==> src/rtl/sab_pkg.sv <==
package sab_pkg;
  localparam int ADDR_W = 2;
  localparam logic [ADDR_W-1:0] A_CAPT = 2'd0;
  localparam logic [ADDR_W-1:0] A_MASK = 2'd1;
  localparam logic [ADDR_W-1:0] A_CTRL = 2'd2;
  localparam int CTRL_W = 4;

  typedef struct packed {
    logic man_y;       // bit 3
    logic man_rai;     // bit 2
    logic y_manual;    // bit 1
    logic rai_manual;  // bit 0
  } ctrl_t;
endpackage

==> src/rtl/sab_capture.sv <==
module sab_capture #(
  parameter int N = 8
) (
  input  logic         clk,
  input  logic         rst,
  input  logic [N-1:0] alarm_in,
  input  logic         clear,
  output logic [N-1:0] capt_q
);
  for (genvar i = 0; i < N; i++) begin : g_bit
    always_ff @(posedge clk) begin
      if (rst)        capt_q[i] <= 1'b0;
      else if (clear) capt_q[i] <= alarm_in[i];
      else            capt_q[i] <= capt_q[i] | alarm_in[i];
    end
  end
endmodule

==> src/rtl/sab_regs.sv <==
module sab_regs
  import sab_pkg::*;
#(
  parameter int N = 8
) (
  input  logic              clk,
  input  logic              rst,
  input  logic              wr,
  input  logic [ADDR_W-1:0] addr,
  input  logic [N-1:0]      wdata,
  output logic [N-1:0]      mask_q,
  output ctrl_t             ctrl_q
);
  always_ff @(posedge clk) begin
    if (rst) begin
      mask_q <= '0;
      ctrl_q <= '0;
    end else if (wr) begin
      if (addr == A_MASK) mask_q <= wdata;
      if (addr == A_CTRL) ctrl_q <= ctrl_t'(wdata[CTRL_W-1:0]);
    end
  end
endmodule

==> src/rtl/sab_farend.sv <==
module sab_farend
  import sab_pkg::*;
(
  input  logic  e1_mode,
  input  logic  frame_sync_lost,
  input  logic  mf_sync_lost,
  input  ctrl_t ctrl,
  output logic  rai_req,
  output logic  y_req
);
  logic rai_src, y_src;
  always_comb begin
    rai_src = ctrl.rai_manual ? ctrl.man_rai : frame_sync_lost;
    y_src   = ctrl.y_manual   ? ctrl.man_y   : mf_sync_lost;
    rai_req = e1_mode & rai_src;
    y_req   = e1_mode & y_src;
  end
endmodule

==> src/rtl/sab_top.sv <==
module sab_top
  import sab_pkg::*;
#(
  parameter int N_ALARM = 8
) (
  input  logic               clk,
  input  logic               rst,
  input  logic [N_ALARM-1:0] alarm_in,
  input  logic               e1_mode,
  input  logic               frame_sync_lost,
  input  logic               mf_sync_lost,
  input  logic               host_rd,
  input  logic               host_wr,
  input  logic [1:0]         host_addr,
  input  logic [N_ALARM-1:0] host_wdata,
  output logic [N_ALARM-1:0] host_rdata,
  output logic               irq,
  output logic               rai_req,
  output logic               y_req
);
  localparam int PAD_W = N_ALARM - CTRL_W;

  logic [N_ALARM-1:0] capt_q;
  logic [N_ALARM-1:0] mask_q;
  ctrl_t              ctrl_q;
  logic               capt_clear;

  assign capt_clear = host_rd && (host_addr == A_CAPT);

  sab_capture #(.N(N_ALARM)) u_capt (
    .clk(clk), .rst(rst), .alarm_in(alarm_in),
    .clear(capt_clear), .capt_q(capt_q)
  );

  sab_regs #(.N(N_ALARM)) u_regs (
    .clk(clk), .rst(rst), .wr(host_wr), .addr(host_addr),
    .wdata(host_wdata), .mask_q(mask_q), .ctrl_q(ctrl_q)
  );

  sab_farend u_far (
    .e1_mode(e1_mode), .frame_sync_lost(frame_sync_lost),
    .mf_sync_lost(mf_sync_lost), .ctrl(ctrl_q),
    .rai_req(rai_req), .y_req(y_req)
  );

  always_comb begin
    case (host_addr)
      A_CAPT:  host_rdata = capt_q;
      A_MASK:  host_rdata = mask_q;
      A_CTRL:  host_rdata = {{PAD_W{1'b0}}, ctrl_q};
      default: host_rdata = '0;
    endcase
  end

  assign irq = |(capt_q & mask_q);
endmodule

==> config.mk <==
export PLATFORM = sky130hd
export DESIGN_NAME = sab_top
export DESIGN_NICKNAME = d
export VERILOG_FILES = /design/src/rtl/sab_pkg.sv /design/src/rtl/sab_capture.sv /design/src/rtl/sab_regs.sv /design/src/rtl/sab_farend.sv /design/src/rtl/sab_top.sv
export SDC_FILE = /design/constraint.sdc
export NUM_CORES = 1
export LEC_CHECK = 0
export BUFFER_PORTS_ARGS = -buffer_cell sky130_fd_sc_hd__buf_2
export CORE_MARGIN = 3
export CORE_UTILIZATION = 29
export DETAILED_ROUTE_END_ITERATION = 8
export PLACE_DENSITY = 0.6
export RECOVER_POWER = 25
export SYNTH_ARGS = -nofsm -noshare
export SYNTH_HDL_FRONTEND = slang
export SYNTH_HIERARCHICAL = 1
export SYNTH_SLANG_ARGS = --single-unit
==> constraint.sdc <==
create_clock -name clk -period 3.15 [get_ports clk]
set_clock_uncertainty 0.15 [all_clocks]
set_input_delay 0.315 -clock clk [delete_from_list [all_inputs] [get_ports clk]]
set_output_delay 0.315 -clock clk [all_outputs]
set_load 0.005 [all_outputs]
==> impl_metrics.json <==
{
  "yosysWarnings": 6,
  "clk_pin_slew_ns": 0.07,
  "cellPowerDensity_mw_per_mm2": 399,
  "numCtsBuffers": 3,
  "synth_top_family_by_area": "simple AND/OR/NAND/NOR gates",
  "cts_hold_buf": 0,
  "clockRootBuffer": "clkbuf_8",
  "n_antenna_cell": 0,
  "post_synth_xor_area_fraction": 0,
  "setup_viol": 0,
  "cp_slowest_stage_delay_ns": 0.51,
  "drt-initial-drc-count": 68,
  "start_util": 0.310,
  "final_common_cell": "buf_2",
  "clockBufferDepth": 2,
  "vias_per_cell": 4.50,
  "grt_pass1_vias": 826,
  "hpwl_mm": 1.85,
  "post_cts.repair.setup_buffers": 0,
  "worstPathCellList": "clkbuf_1 > mux2i_1 > o2bb2ai_1 > buf_2",
  "routedWlPerCell_um": 12.6,
  "dr.pass1.iters": 4,
  "synth_mux_area_frac": 0.206,
  "hold_viol": 0,
  "cts_resized": 0,
  "crit_path_top_delay_cell": "clkbuf_1",
  "synth-seq-cells": 20,
  "timing.slew.headroom": 0.545,
  "final_cell_mix": "buf_2 (34), nand2b_1 (27), mux2i_1 (22)",
  "die_w_um": 66.7,
  "criticalPathCategory": "in2out",
  "clock_sinks": 20,
  "start_kind": "primary input",
  "rsz0062_at_grt": "no",
  "cts-htree-levels": 1,
  "antenna_left": 0,
  "die_h_um": 66.7,
  "fin_setup_tns_ns": 0,
  "syn_area_mm2": 0.00107,
  "overflow": 0,
  "cp.arrival_ns": 1.30,
  "drive_gt1_frac": 0.294,
  "cap_violations": 0,
  "synth_fa_ha_area_frac": 0,
  "synthSimpleGateAreaFrac": 0.238,
  "final_cells": 189,
  "endpoint_kind": "output port",
  "place.gp.congestion": 0.776,
  "ys_types": 19,
  "core.rowCount": 21,
  "syn_avg_cell_area_um2": 9.62,
  "swShare": 0.239,
  "dp_cells": 186,
  "syn_to_final_growth_pct": 21.2,
  "cp_max_fo": 12,
  "power.internal_w": 0.000393,
  "grt_pass1_wl_mm": 3.74,
  "clockPowerShare": 0.309,
  "drv_slew": 0,
  "hold_class": "in2reg",
  "die-area_mm2": 0.00444,
  "p_leak_nw": 0.596,
  "clock_latency_ns": 0.24,
  "yosysSeqAreaShare": 0.375,
  "grt_max_degree": 29,
  "ir_drop_v": 0.000165,
  "postSynthCellCount": 111,
  "io_pins": 36,
  "min_period_over_period": 0.561,
  "design.core.area_mm2": 0.00344,
  "fin_crit_ns": 1.77,
  "synth_compound_area_frac": 0.109,
  "tightest_slew_ns": 0.683,
  "num-fill-cells": 360,
  "io_buffers": 35,
  "routed_wl_mm": 2.39,
  "finalNetCount": 170,
  "fmax_mhz": 566,
  "crit_required_ns": 2.68,
  "seqPwrFrac": 0.538,
  "outcome": "finished clean",
  "drc_errors": 0,
  "vias": 851,
  "syn-num-nets": 136,
  "antenna_found_initial": 0,
  "p_comb_frac": 0.154,
  "grt_usage": 0.112,
  "cts_tree": "done",
  "switching_power_w": 0.000123
}
==> power by group through the flow <==
stage | clock [W] | sequential (W) | combinational, W
floorplan | 0 | 0.000279 | 0.0000538
detailed placement | 0 | 0.000283 | 0.0000799
CTS | 0.000163 | 0.000277 | 0.0000801
global placement | 0 | 0.000283 | 0.0000776
finish | 0.000159 | 0.000278 | 0.0000793
global route | 0.000178 | 0.000279 | 0.0000884
==> registers in the layout, summed over array words and instances, names as in the netlist <==
name / cells
u_regs/mask_q: 8
u_capt/capt_q: 8
u_regs/ctrl_q: 4
==> synthesized netlist by cell type (all sizes together) <==
library cell  count  area share
nor2              4       0.014
nand4             1      0.0059
a22oi             4       0.028
nand3b            1      0.0070
a21oi             8       0.048
dfxtp            20        0.38
clkbuf            3       0.012
buf               3       0.032
nor2b             3       0.025
and3b             1      0.0082
o2bb2ai           4       0.033
inv               8       0.028
mux2i            22        0.21
nand2b           28        0.17
nor3b             1      0.0070
==> critical path, delay by kind of cell <==
family	cells	cell delay [ns]
mux	1	0.26
buf+inv	2	0.64
compound gates	1	0.09
==> metal layers <==
metal / GRT usage / up-vias / routed length, µm
li1: - / 437 / -
met1: 0.143 / 385 / 1120
met2: 0.177 / 25 / 1090
met3: 0.0219 / 4 / 133
met4: 0.0558 / 0 / 47
met5: 0 / - / 0
==> area by class of cell <==
class | instances | area [µm²] | area share
Clock buffer | 3 | 41.3 | 0.0319
Inverter | 8 | 30.0 | 0.0232
Multi-Input combinational cell | 77 | 591 | 0.456
Sequential cell | 20 | 400 | 0.309
Tap cell | 46 | 57.6 | 0.0445
Timing Repair Buffer | 35 | 174 | 0.134
==> through the flow <==
stage,util,area (µm²),setup WS [ns],power (W),hold slack [ns]
global placement,0.364,1250,1.55,0.000360,0.330
finish,0.376,1290,1.38,0.000516,0.153
CTS,0.376,1290,1.58,0.000521,0.150
floorplan,-,1070,1.80,0.000333,0.294
detailed placement,0.364,1250,1.47,0.000363,0.340
global route,0.376,1290,1.28,0.000545,0.158
==> cell families (layout without fill, tap and decap cells) <==
logic type,Yosys count,count (layout)
flip-flops,20,20
buffers and inverters,14,46
multiplexers,22,22
AO/OA/AOI/OAI,16,16
AND/OR/NAND/NOR,39,39
==> worst paths after layout <==
| kind | from | end | slack (ns) | cells past startpoint |
|---|---|---|---|---|
| worst max-delay path | host_addr[1] | host_rdata[3] | 1.38 | 4 |
| worst min-delay path | alarm_in[6] | u_capt/capt_q[6]$_SDFF_PP0_ | 0.15 | 3 |
| worst max register to register | u_capt/capt_q[1]$_SDFF_PP0_ | u_capt/capt_q[1]$_SDFF_PP0_ | 2.34 | 2 |
| worst min register to register | u_capt/capt_q[5]$_SDFF_PP0_ | u_capt/capt_q[5]$_SDFF_PP0_ | 0.35 | 2 |
Power figures use the tool's default switching activity.
